`src/rtl/vfd_seq_pkg.sv`:
```
package vfd_seq_pkg;
    localparam int unsigned MAX_DIG = 12;
    localparam int unsigned MIN_DIG = 4;
    localparam int unsigned NSEG    = 24;
    localparam int unsigned NSUB    = 16;
    localparam int unsigned NSHARE  = MAX_DIG - MIN_DIG;
    localparam int unsigned MODE_W  = 4;
    localparam int unsigned DIM_W   = 3;
    localparam int unsigned SLOT_W  = $clog2(MAX_DIG + 1);
    localparam int unsigned SUB_W   = $clog2(NSUB);
    localparam int unsigned WID_W   = SUB_W + 1;

    // digit count selected by a mode code
    function automatic logic [SLOT_W-1:0] digits_of(input logic [MODE_W-1:0] code);
        if (code[MODE_W-1]) return SLOT_W'(MAX_DIG);
        return SLOT_W'(MIN_DIG) + SLOT_W'(code[MODE_W-2:0]);
    endfunction
endpackage

```
`src/rtl/vfd_dim_lut.sv`:
```
module vfd_dim_lut
    import vfd_seq_pkg::*;
(
    input  logic [DIM_W-1:0] code_i,
    output logic [WID_W-1:0] width_o
);
    // lit sub-slots per slot; steep at the low end, fine steps near full on
    always_comb begin
        case (code_i)
            3'd0:    width_o = WID_W'(1);
            3'd1:    width_o = WID_W'(2);
            3'd2:    width_o = WID_W'(4);
            3'd3:    width_o = WID_W'(10);
            3'd4:    width_o = WID_W'(11);
            3'd5:    width_o = WID_W'(12);
            3'd6:    width_o = WID_W'(13);
            default: width_o = WID_W'(14);
        endcase
    end
endmodule

```
`src/rtl/vfd_seq_timebase.sv`:
```
module vfd_seq_timebase
    import vfd_seq_pkg::*;
#(
    parameter int unsigned TICKS_PER_SUB = 16
) (
    input  logic              clk,
    input  logic              rst_n,
    input  logic              tick_i,
    input  logic [MODE_W-1:0] mode_i,
    output logic              bnd_o,
    output logic              entry_o,
    output logic [SLOT_W-1:0] nxt_slot_o,
    output logic [SLOT_W-1:0] nxt_ndig_o,
    output logic [SUB_W-1:0]  nxt_sub_o,
    output logic              frame_o,
    output logic              key_o
);
    localparam int unsigned DIV_W = (TICKS_PER_SUB > 1) ? $clog2(TICKS_PER_SUB) : 1;
    localparam logic [DIV_W-1:0] DIV_LAST = DIV_W'(TICKS_PER_SUB - 1);
    localparam logic [SUB_W-1:0] SUB_LAST = SUB_W'(NSUB - 1);

    typedef struct packed {
        logic [DIV_W-1:0]  div;
        logic [SUB_W-1:0]  sub;
        logic [SLOT_W-1:0] slot;
        logic [SLOT_W-1:0] ndig;
        logic              frame;
        logic              key;
    } tb_state_t;

    tb_state_t q, d;
    logic bnd, entry;

    always_comb begin
        d       = q;
        bnd     = 1'b0;
        entry   = 1'b0;
        d.frame = 1'b0;
        if (tick_i) begin
            if (q.div == DIV_LAST) begin
                d.div = '0;
                bnd   = 1'b1;
                if (q.sub == SUB_LAST) begin
                    d.sub = '0;
                    entry = 1'b1;
                    if (q.slot == q.ndig) begin
                        // key slot done: new frame, digit count reloaded here only
                        d.slot  = '0;
                        d.ndig  = digits_of(mode_i);
                        d.frame = 1'b1;
                    end else begin
                        d.slot = q.slot + 1'b1;
                    end
                end else begin
                    d.sub = q.sub + 1'b1;
                end
            end else begin
                d.div = q.div + 1'b1;
            end
        end
        d.key = (d.slot == d.ndig);
    end

    always_ff @(posedge clk or negedge rst_n) begin
        if (!rst_n) begin
            q      <= '0;
            q.ndig <= SLOT_W'(MAX_DIG);
        end else begin
            q <= d;
        end
    end

    assign bnd_o      = bnd;
    assign entry_o    = entry;
    assign nxt_slot_o = d.slot;
    assign nxt_ndig_o = d.ndig;
    assign nxt_sub_o  = d.sub;
    assign frame_o    = q.frame;
    assign key_o      = q.key;

    assert_frame_single_R3: assert property (@(posedge clk) disable iff (!rst_n)
        frame_o |=> !frame_o);
endmodule

```
`src/rtl/vfd_seq_drive.sv`:
```
module vfd_seq_drive
    import vfd_seq_pkg::*;
(
    input  logic              clk,
    input  logic              rst_n,
    input  logic              bnd_i,
    input  logic              entry_i,
    input  logic [SLOT_W-1:0] nxt_slot_i,
    input  logic [SLOT_W-1:0] nxt_ndig_i,
    input  logic [SUB_W-1:0]  nxt_sub_i,
    input  logic [WID_W-1:0]  width_i,
    input  logic              on_i,
    input  logic [NSEG-1:0]   mem_data_i,
    output logic [SLOT_W-1:0] mem_idx_o,
    output logic [MAX_DIG-1:0] grid_o,
    output logic [NSEG-1:0]   seg_o,
    output logic [NSHARE-1:0] shared_o
);
    localparam int unsigned SEG_CW = $clog2(NSEG + MIN_DIG + 1);
    localparam int unsigned BASE_SEG = NSEG - NSHARE;

    typedef struct packed {
        logic [WID_W-1:0]   width;
        logic               on;
        logic [NSEG-1:0]    data;
        logic [MAX_DIG-1:0] grid;
        logic [NSEG-1:0]    seg;
        logic [NSHARE-1:0]  shared;
    } dr_state_t;

    dr_state_t q, d;
    logic digit_slot;
    logic win;
    logic [SEG_CW-1:0] seg_lim;

    assign digit_slot = (nxt_slot_i < nxt_ndig_i);
    assign seg_lim    = SEG_CW'(NSEG + MIN_DIG) - SEG_CW'(nxt_ndig_i);
    assign mem_idx_o  = digit_slot ? nxt_slot_i : '0;

    always_comb begin
        d = q;
        if (bnd_i) begin
            d.width = width_i;
            d.on    = on_i;
        end
        if (entry_i && digit_slot) d.data = mem_data_i;
        win = d.on && digit_slot && ({1'b0, nxt_sub_i} < d.width);
        for (int g = 0; g < MAX_DIG; g++)
            d.grid[g] = win && (nxt_slot_i == SLOT_W'(g));
        for (int k = 0; k < NSEG; k++)
            d.seg[k] = win && d.data[k] && (SEG_CW'(k) < seg_lim);
        for (int j = 0; j < NSHARE; j++) begin
            if (SLOT_W'(MAX_DIG - 1 - j) < nxt_ndig_i) d.shared[j] = d.grid[MAX_DIG-1-j];
            else                                       d.shared[j] = d.seg[BASE_SEG+j];
        end
    end

    always_ff @(posedge clk or negedge rst_n) begin
        if (!rst_n) begin
            q       <= '0;
            q.width <= WID_W'(1);
        end else begin
            q <= d;
        end
    end

    assign grid_o   = q.grid;
    assign seg_o    = q.seg;
    assign shared_o = q.shared;

    assert_hold_R2: assert property (@(posedge clk) disable iff (!rst_n)
        !bnd_i |=> ($stable(grid_o) && $stable(seg_o) && $stable(shared_o)));
    assert_grid_onehot_R6: assert property (@(posedge clk) disable iff (!rst_n)
        $onehot0(grid_o));
    assert_off_dark_R9: assert property (@(posedge clk) disable iff (!rst_n)
        ($past(bnd_i) && !$past(on_i)) |-> (grid_o == '0 && seg_o == '0));
endmodule

```
`src/rtl/vfd_grid_sequencer.sv`:
```
module vfd_grid_sequencer
    import vfd_seq_pkg::*;
#(
    parameter int unsigned TICKS_PER_SUB = 16
) (
    input  logic               clk,
    input  logic               rst_n,
    input  logic               tick_i,
    input  logic [MODE_W-1:0]  mode_i,
    input  logic [DIM_W-1:0]   dim_i,
    input  logic               disp_on_i,
    output logic [SLOT_W-1:0]  mem_idx_o,
    input  logic [NSEG-1:0]    mem_data_i,
    output logic [MAX_DIG-1:0] grid_o,
    output logic [NSEG-1:0]    seg_o,
    output logic [NSHARE-1:0]  shared_o,
    output logic               frame_o,
    output logic               key_slot_o
);
    logic              bnd, entry;
    logic [SLOT_W-1:0] nxt_slot, nxt_ndig;
    logic [SUB_W-1:0]  nxt_sub;
    logic [WID_W-1:0]  width;

    vfd_seq_timebase #(.TICKS_PER_SUB(TICKS_PER_SUB)) u_timebase (
        .clk        (clk),
        .rst_n      (rst_n),
        .tick_i     (tick_i),
        .mode_i     (mode_i),
        .bnd_o      (bnd),
        .entry_o    (entry),
        .nxt_slot_o (nxt_slot),
        .nxt_ndig_o (nxt_ndig),
        .nxt_sub_o  (nxt_sub),
        .frame_o    (frame_o),
        .key_o      (key_slot_o)
    );

    vfd_dim_lut u_dim (
        .code_i  (dim_i),
        .width_o (width)
    );

    vfd_seq_drive u_drive (
        .clk        (clk),
        .rst_n      (rst_n),
        .bnd_i      (bnd),
        .entry_i    (entry),
        .nxt_slot_i (nxt_slot),
        .nxt_ndig_i (nxt_ndig),
        .nxt_sub_i  (nxt_sub),
        .width_i    (width),
        .on_i       (disp_on_i),
        .mem_data_i (mem_data_i),
        .mem_idx_o  (mem_idx_o),
        .grid_o     (grid_o),
        .seg_o      (seg_o),
        .shared_o   (shared_o)
    );

    assert_key_dark_R3: assert property (@(posedge clk) disable iff (!rst_n)
        key_slot_o |-> (grid_o == '0 && seg_o == '0));
endmodule

```
`config.mk`:
```
export PLATFORM = sky130hd
export DESIGN_NAME = vfd_grid_sequencer
export DESIGN_NICKNAME = d
export VERILOG_FILES = /design/src/rtl/vfd_seq_pkg.sv /design/src/rtl/vfd_dim_lut.sv /design/src/rtl/vfd_seq_timebase.sv /design/src/rtl/vfd_seq_drive.sv /design/src/rtl/vfd_grid_sequencer.sv
export SDC_FILE = /design/constraint.sdc
export NUM_CORES = 1
export LEC_CHECK = 0
export BUFFER_PORTS_ARGS = -buffer_cell sky130_fd_sc_hd__buf_2
export CAP_MARGIN = 20
export CORE_UTILIZATION = 60
export CTS_CLUSTER_SIZE = 10
export DETAILED_ROUTE_END_ITERATION = 8
export HOLD_SLACK_MARGIN = 0.02
export MAX_ROUTING_LAYER = met4
export PLACE_DENSITY = 0.94
export SLEW_MARGIN = 20
export SYNTH_ARGS = -nofsm -noshare
export SYNTH_HDL_FRONTEND = slang
export SYNTH_SLANG_ARGS = --single-unit
```
`constraint.sdc`:
```
create_clock -name clk -period 7 [get_ports clk]
set_clock_uncertainty 0.1 [all_clocks]
set_input_delay 0.35 -clock clk [delete_from_list [all_inputs] [get_ports clk]]
set_output_delay 0.35 -clock clk [all_outputs]
set_load 0.05 [all_outputs]
```
# Yosys cells after proc, flatten, opt, wreduce, memory -nomap -nowiden

Index checks and enable logic that the tools add are counted.

Flip-flop bits (word level): 92
Input port bits: 35
Output and inout port bits: 50

Add/sub/neg operators: 5
Magnitude comparators: 34
Equality and inequality tests: 21
Mux-type cells: 31
Reductions and logical operators: 65

Operators by type and width:

| kind                  | number |
|---|---|
| $logic_and A1 B1 Y1   | 63 |
| $lt A4 B5 Y1 const A  | 8 |
| $lt A5 B5 Y1 const A  | 8 |
| $pmux W4 S7           | 1 |
| $mux W13              | 2 |
| $eq A4 B4 Y1 const B  | 6 |
| $mux W24              | 1 |
| $mux W4               | 6 |
| $lt A3 B5 Y1 const A  | 4 |
| $mux W1               | 18 |
| $eq A4 B3 Y1 const B  | 4 |
| $lt A3 B4 Y1 const A  | 4 |
| $lt A4 B4 Y1 const A  | 4 |
| $add A4 B1 Y4 const B | 3 |
| $lt A1 B5 Y1 const A  | 2 |
| $lt A2 B5 Y1 const A  | 2 |
| $eq A3 B3 Y1 const B  | 3 |
| $mux W9               | 1 |
| $eq A4 B2 Y1 const B  | 2 |
| $eq A4 B4 Y1          | 2 |
| $eq A3 B2 Y1 const B  | 2 |
| $mux W6               | 1 |
| $lt A4 B5 Y1          | 1 |
| $mux W5               | 1 |
| 7 further kinds       | 7 |

# Logic depth before layout (Yosys ltp)

Gate-level depths: netlist of the first run.

Word-level depth: 16
Depth in mapped cells: 16
Mapped depth without buffers: 13

# Cells and area by module

Synthesis of the first run repeated with hierarchy kept, for this count alone.

Cells, all modules: 439
Area, all modules: 4,719.5 um^2

Modules (own cells, without submodules):

| module           | instances | cells each | area each (um^2) |
|---|---|---|---|
| vfd_seq_drive    | 1         | 324        | 3,628.5 |
| vfd_seq_timebase | 1         | 106        | 1,033.5 |
| vfd_dim_lut      | 1         | 9          | 57.6 |

# Worst setup path after synthesis of the first run

Ideal clock, no wire load.

Path type: register -> register
From: reg u_timebase.q[14] in the netlist's numbering
To: reg u_drive.q (netlist bit u_drive.seg_o[0])
Setup time: 0.132 ns
Arrival time: 3.470 ns
Data required time: 6.768 ns
Path slack: 3.298 ns
Stages on the path, launching flop included: 15
Path buffers: 3
Cells stage by stage: dfrtp_1 -> ha_1 -> nand4_1 -> nor2_1 -> buf_2 -> nand2_1 -> mux2_2 -> inv_1 -> ha_1 -> a21oi_1 -> or4b_1 -> buf_4 -> buf_6 -> mux2_4 -> nor2b_1

RTL lines:

| item               | line                   | text |
|---|---|---|
| start: declaration | vfd_seq_timebase.sv:31 | `tb_state_t q, d;` |
| end: declaration   | vfd_seq_drive.sv:31    | `dr_state_t q, d;` |

==> results of run 1 <==
-- through the flow --
| step | instance area (um2) | setup WS (ns) | instances | total power, W |
|---|---|---|---|---|
| 2_1_floorplan | 4520 | 3.30 | 420 | 0.000705 |
| 3_3_place_gp | 4670 | 2.54 | 549 | 0.000746 |
| 3_5_place_dp | 4670 | 2.32 | 549 | 0.000764 |
| 4_1_cts | 4870 | 2.30 | 565 | 0.00112 |
| 5_1_grt | 4880 | 1.98 | 566 | 0.00118 |
| 6_report | 4880 | 2.26 | 566 | 0.00111 |
-- state kept, by name (all words and copies together) (netlist names) --
name	count
u_timebase.frame_o	1
u_drive.shared_o	8
u_timebase.q	16
u_timebase.key_o	1
u_drive.grid_o	12
u_drive.seg_o	24
u_drive.q	30
-- layout by cell type (no fill, tap or decap), drive strengths merged, types with 11 or more instances in the layout --
cell type | netlist | routed
buf | 53 | 87
nor2b | 17 | 17
inv | 26 | 28
dfrtp | 89 | 89
mux2 | 24 | 24
a21oi | 11 | 11
o21ai | 16 | 16
nand2 | 33 | 33
nand4 | 11 | 11
nor2 | 32 | 32
nand3 | 14 | 14
-- repair_timing --
action,in CTS,in global routing
setup buffers,0,0
hold buffers,0,1
endpoints found under the setup margin,0,0
endpoints found under the hold margin,0,3
-- worst max-delay path by stage --
stage	cells past startpoint	endpoint	slack [ns]	start
6_report	13	u_drive.seg_o[3]$_DFF_PN0_	2.26	u_timebase.q[14]$_DFFE_PN0P_
5_1_grt	13	u_drive.seg_o[3]$_DFF_PN0_	1.98	u_timebase.q[14]$_DFFE_PN0P_
4_1_cts	13	u_drive.seg_o[3]$_DFF_PN0_	2.30	u_timebase.q[14]$_DFFE_PN0P_
3_5_place_dp	13	u_drive.seg_o[3]$_DFF_PN0_	2.32	u_timebase.q[14]$_DFFE_PN0P_
3_3_place_gp	13	u_drive.seg_o[14]$_DFF_PN0_	2.54	u_timebase.q[14]$_DFFE_PN0P_
2_1_floorplan	14	u_drive.seg_o[0]$_DFF_PN0_	3.30	u_timebase.q[14]$_DFFE_PN0P_
-- synth_stat cells, drive strengths merged (3+ instances only) --
master,n
nor2b,17
xnor2,7
o21ai,16
o21a,6
mux2i,7
nand4,11
buf,53
dfrtp,89
nand3,14
dfstp,3
o31ai,7
nor3,5
inv,26
nand2,33
ha,10
and4,4
nor2,32
and3b,3
mux2,24
clkbuf,4
nor3b,5
a21oi,11
or2,3
-- logic make-up (layout without fill, tap and decap cells) --
kind of cell | after synthesis | in the layout | synth area share, %
buffers and inverters | 83 | 130 | 11.5
XOR/XNOR | 8 | 8 | 1.72
flip-flops | 92 | 92 | 51.0
multiplexers | 31 | 31 | 8.52
AND/OR/NAND/NOR | 139 | 139 | 15.9
AO/OA/AOI/OAI | 57 | 57 | 8.58
adder cells (fa/ha/maj) | 10 | 10 | 2.77
-- where the power goes --
part / switching (W) / leakage (nW) / internal [W]
logic: 0.0000994 / 1.27 / 0.0000642
clock network: 0.000189 / 0.0935 / 0.000168
registers: 0.0000272 / 1.25 / 0.000565
-- layer usage --
layer | global-route usage [%] | wire, um
met3 | 4.38 | 492
met2 | 42.1 | 4590
met5 | - | 0
met1 | 31.8 | 3900
met4 | 9.68 | 134
-- layout make-up --
class	instances	share of cell area, %
clock buffers	10	2.61
flip-flops and latches	92	47.2
repair buffers	88	9.41
clock inverters	6	1.46
multi-input cells	245	34.8
inverters	26	2.00
well taps	99	2.54
==> out/metrics.csv, run 1 <==
stage;metric;value;unit
clock_network;cts_root_buf;sky130_fd_sc_hd__clkbuf_8;
clock_network;sinks_on_clock_net;92;
timing;report.final.hold_viol_count;0;
routing;drc_errors;0;
setup_path;critical-path-slowest-cell;sky130_fd_sc_hd__or4b_1;
routing;num_vias;3166;
yosys;yosysUniqueCellTypes;55;
pwr;p_leak;2.61;nW
yosys;synth_area_per_cell;10.8;um2
placement;finalWeightedCongestion;0.890;
clock_network;max-clock-path-buffers;2;
global_route;grt_antenna_before_repair;0;
clock_network;ctsHtreeMaxLevel;3;
yosys;post-synth-top-area-fraction;49.3;%
cells_and_area;multi_input_area;0.00170;mm2
clock_network;cts_tree;built;
global_route;global_route.overflow_total;0;
yosys;synth.net_count;465;
clock_network;cts_resized;0;
floorplan;die_h;88.8;um
yosys;asyncSetResetFlopFracSynth;100;%
global_route;grt_start_max_net_pins;93;
yosys;ys_seq_elements;92;
yosys;dominantRegCellSynth;sky130_fd_sc_hd__dfrtp_1;
placement;numPortBuffers;84;
timing;worst_hold_slack;0.129;ns
floorplan;total_core_area;0.00725;mm2
setup_path;critPathKind;register to register;
setup_path;timing.rr.end;u_drive.seg_o[3]$_DFF_PN0_;
setup_path;worst-path-buf-inv;3;
cells_and_area;syn2layout_area_growth;8.00;%
timing;finalWorstPathRequiredPeriod;4.74;ns
yosys;syn_inst;420;
setup_path;arrival;4.87;ns
run_status;run_status;complete, no violations;
timing;setup_viol_count_final;0;
timing;fin_tns_setup;0;ns
routing;dr.first_iter.drc_count;167;
floorplan;dieArea;0.00789;mm2
yosys;ys_seq_area_share;51.0;%
setup_path;worstPathCellList;ha_1 -> nand4_1 -> nor2_1 -> buf_4 -> nand2_1 -> mux2_2 -> inv_1 -> ha_1 -> a21oi_1 -> or4b_1 -> buf_4 -> mux2_1 -> nor2b_1;
floorplan;die_x;88.8;um
yosys;synthDominantAreaCellType;sky130_fd_sc_hd__dfrtp_1;
setup_path;critPathLaunchType;register;
cells_and_area;final_nets;507;
timing;grt_setup_unrepaired;no;
clock_network;clkLatencyLatePin;0.36;ns
floorplan;io-pin-count;85;
global_route;grt_first_pass_wirelength;14800;um
timing;timing_worst_slew_pin_value;0.789;ns
yosys;leading_post_synthesis_cells_by_cell_area;sky130_fd_sc_hd__dfrtp_1 49%, sky130_fd_sc_hd__buf_4 7.8%, sky130_fd_sc_hd__mux2_4 4.0%;
setup_path;path_delay_family;simple AND/OR/NAND/NOR gates;
clock_network;cts_made_buffers;9;
routing;drt_first_pass_iters;4;
global_route;track_usage;25.6;%
setup_path;regToRegStartpoint;u_timebase.q[14]$_DFFE_PN0P_;
cells_and_area;share_of_layout_cells_above_drive_strength_1;28.5;%
routing;vias_per_cell;5.59;
timing;finalMaxSlewViolations;0;
worst_hold_path;worstHoldStart;mem_data_i[4];
floorplan;start_util;62.3;%
clock_network;clk_transition_reported_paths;0.10;ns
cells_and_area;sequential_cell_area;0.00231;mm2
floorplan;placementRows;31;
setup_path;timing.critical_path.required;7.13;ns
pwr;power_per_cell_area;228;mW/mm2
setup_path;critPathMaxFanout;18;
worst_hold_path;hold-path-cell-count;2;
worst_hold_path;hold_path_class;primary input to register;
routing;routed_wirelength;9120;um
global_route;first_global_vias;3064;
timing;fmax;211;MHz
timing;portion_of_the_clock_cycle_consumed_by_the_worst_path_in_the_final_layout;67.8;%
setup_path;r2r.worst_path.cells;13;
yosys;synth_warnings;0;
cells_and_area;final_antenna_diode_count;0;
routing;post_route_antenna_net_violation_count;0;
cells_and_area;layout.core_utilization;67.3;%
setup_path;worstSetupEndpointType;register;
flow_run;maxcap_violations;0;
timing;max_slew_margin;47.4;%
yosys;mappedNetlistArea;0.00452;mm2
setup_path;timing.critical_path.slowest_cell_delay;0.70;ns
worst_hold_path;worstHoldEndpoint;u_drive.q[48]$_DFF_PN0_;
routing;wire_per_inst;16.1;um
yosys;number_of_synthesized_flops_with_an_enable_pin;0;
setup_path;worst-r2r-setup-slack;2.26;ns
cells_and_area;num-fill-cells;563;
placement;place.detailed.hpwl;6500;um
pwr;worst_ir_drop_vdd;0.131;mV
No activity file was read; power rests on OpenSTA's default activity.
==> inputs of run 2 (changes only) <==
--- a/config.mk
+++ b/config.mk
@@ -7,12 +7,12 @@
 export LEC_CHECK = 0
 export BUFFER_PORTS_ARGS = -buffer_cell sky130_fd_sc_hd__buf_2
 export CAP_MARGIN = 20
-export CORE_UTILIZATION = 60
+export CORE_UTILIZATION = 56
 export CTS_CLUSTER_SIZE = 10
 export DETAILED_ROUTE_END_ITERATION = 8
 export HOLD_SLACK_MARGIN = 0.02
 export MAX_ROUTING_LAYER = met4
-export PLACE_DENSITY = 0.94
+export PLACE_DENSITY = 0.89
 export SLEW_MARGIN = 20
 export SYNTH_ARGS = -nofsm -noshare
 export SYNTH_HDL_FRONTEND = slang
==> constraint.sdc (replaced) <==
create_clock -name clk -period 4.9 [get_ports clk]
set_clock_uncertainty 0.1 [all_clocks]
set_input_delay 0.245 -clock clk [delete_from_list [all_inputs] [get_ports clk]]
set_output_delay 0.245 -clock clk [all_outputs]
set_load 0.05 [all_outputs]
==> out/metrics.csv, run 2 (synthesis results as in run 1) <==
stage;metric;value;unit
run_status;run_status;complete, no violations;
placement;numPortBuffers;84;
clock_network;clkLatencyLatePin;0.36;ns
floorplan;placementRows;32;
setup_path;worst-r2r-setup-slack;0.59;ns
cells_and_area;largest_register_ffs;30;
clock_network;max-clock-path-buffers;2;
routing;dr.first_iter.drc_count;196;
setup_path;arrival;3.97;ns
setup_path;timing.critical_path.required;4.55;ns
pwr;worst_ir_drop_vdd;0.219;mV
global_route;grt_antenna_before_repair;0;
routing;vias_per_cell;5.57;
worst_hold_path;hold-path-cell-count;2;
setup_path;critPathKind;register to primary output;
timing;portion_of_the_clock_cycle_consumed_by_the_worst_path_in_the_final_layout;88.0;%
cells_and_area;layout.cells.most_common;sky130_fd_sc_hd__dfrtp_1;
floorplan;io-pin-count;85;
floorplan;die_h;91.8;um
placement;place.detailed.instances;554;
timing;finalMaxSlewViolations;0;
timing;grt_setup_unrepaired;no;
global_route;first_global_vias;3138;
routing;routed_wirelength;9480;um
cells_and_area;layout.core_utilization;64.2;%
placement;finalWeightedCongestion;0.925;
setup_path;critPathMaxFanout;12;
clock_network;cts.hold.buffers_added;6;
clock_network;cts_resized;0;
timing;worst_hold_slack;0.0445;ns
timing;timing_worst_slew_pin_value;0.823;ns
global_route;global_route.overflow_total;0;
pwr;p_leak;2.66;nW
cells_and_area;final_nets;518;
floorplan;die_x;91.8;um
clock_network;cts_root_buf;sky130_fd_sc_hd__clkbuf_8;
pwr;power_per_cell_area;318;mW/mm2
cells_and_area;final_antenna_diode_count;0;
global_route;grt_start_max_net_pins;70;
clock_network;cts_tree;built;
floorplan;start_util;58.2;%
routing;post_route_antenna_net_violation_count;0;
clock_network;postCtsSetupRepairBufs;0;
cells_and_area;layout.cells.most_common_list;89 x sky130_fd_sc_hd__dfrtp_1, 83 x sky130_fd_sc_hd__buf_2, 33 x sky130_fd_sc_hd__nand2_1;
cells_and_area;syn2layout_area_growth;10.3;%
setup_path;worstSetupEndpointType;primary output;
routing;num_vias;3232;
global_route;grt_first_pass_wirelength;15300;um
placement;dpl_cell_area;0.00469;mm2
clock_network;ctsHtreeMaxLevel;3;
worst_hold_path;worstHoldEndpoint;u_drive.q[59]$_DFF_PN0_;
clock_network;sinks_on_clock_net;92;
setup_path;r2r.worst_path.cells;11;
clock_network;cts_made_buffers;9;
cells_and_area;largest-register;u_drive.q;
cells_and_area;final_cell_count_without_fillers;580;
timing;setup_viol_count_final;0;
placement;place.detailed.hpwl;6690;um
floorplan;dieArea;0.00844;mm2
global_route;track_usage;24.4;%
setup_path;regToRegStartpoint;u_timebase.q[14]$_DFFE_PN0P_;
routing;drc_errors;0;
timing;max_slew_margin;45.2;%
flow_run;maxcap_violations;0;
timing;finalWorstPathRequiredPeriod;4.31;ns
setup_path;timing.rr.end;u_drive.seg_o[14]$_DFF_PN0_;
worst_hold_path;worstHoldStart;mem_data_i[15];
timing;fmax;232;MHz
setup_path;setup.worst_path.start;u_timebase.q[14]$_DFFE_PN0P_;
cells_and_area;final_design_area_no_fill;0.00499;mm2
setup_path;critPathLaunchType;register;
floorplan;total_core_area;0.00777;mm2
timing;report.final.hold_viol_count;0;
timing;fin_tns_setup;0;ns
worst_hold_path;hold_path_class;primary input to register;
routing;drt_first_pass_iters;5;
cells_and_area;share_of_layout_cells_above_drive_strength_1;28.2;%
routing;wire_per_inst;16.3;um
clock_network;clk_transition_reported_paths;0.09;ns
run 2: cell types whose count changed in the layout (fill, tap and decap cells not counted):
cell                            previous run  this run
sky130_fd_sc_hd__inv_8                     0         1
sky130_fd_sc_hd__clkinvlp_4                2         1
sky130_fd_sc_hd__buf_4                     3         6
sky130_fd_sc_hd__clkinv_2                  0         1
sky130_fd_sc_hd__inv_6                     2         1
sky130_fd_sc_hd__buf_6                     1         0
sky130_fd_sc_hd__dlygate4sd3_1             1        10
run 2: worst max-delay path, stage by stage (launching register included):
cell,delay (ns)
sky130_fd_sc_hd__dfrtp_1,0.40
sky130_fd_sc_hd__ha_1,0.25
sky130_fd_sc_hd__and4_1,0.38
sky130_fd_sc_hd__nand2_1,0.39
sky130_fd_sc_hd__a21oi_1,0.51
sky130_fd_sc_hd__inv_1,0.19
sky130_fd_sc_hd__ha_1,0.35
sky130_fd_sc_hd__nand2_1,0.11
sky130_fd_sc_hd__nor3_1,0.09
sky130_fd_sc_hd__nor2_1,0.25
sky130_fd_sc_hd__nand2_1,0.19
sky130_fd_sc_hd__nor2_1,0.20
sky130_fd_sc_hd__buf_2,0.30
run 2: where the power goes:
part	leakage, nW	switching (W)	total (W)	internal, W
sequential	1.25	0.0000390	0.000846	0.000807
combinational	1.31	0.000133	0.000230	0.0000970
clock	0.0988	0.000271	0.000512	0.000241
total	2.66	0.000442	0.00159	0.00115
run 2: worst max-delay path by stage:
stage	end	slack, ns
after floorplan	u_drive.seg_o[0]$_DFF_PN0_	1.20
after global placement	u_drive.seg_o[14]$_DFF_PN0_	0.84
after detailed placement	u_drive.seg_o[14]$_DFF_PN0_	0.70
after CTS	mem_idx_o[2]	0.65
after global routing	mem_idx_o[2]	0.21
final	mem_idx_o[2]	0.59
run 2: layout make-up:
class	instances	area (um2)
sequential	92	2310
tap	102	128
timing repair buffer	99	561
multi-input combinational	245	1700
clock buffer	10	128
inverter	26	97.6
fill	619	2780
clock inverter	6	71.3
run 2: metrics by stage:
step | setup slack, ns | power [W]
2_1_floorplan | 1.20 | 0.00101
3_3_place_gp | 0.840 | 0.00107
3_5_place_dp | 0.702 | 0.00108
4_1_cts | 0.652 | 0.00160
5_1_grt | 0.210 | 0.00168
6_report | 0.590 | 0.00159
run 2: routing by layer:
layer	global-route usage (%)	vias to the layer above	routed length (um)
met3	5.64	23	643
met5	-	-	0
met2	37.4	132	4550
met1	32.3	1579	4070
li1	-	1498	-
met4	8.07	0	210
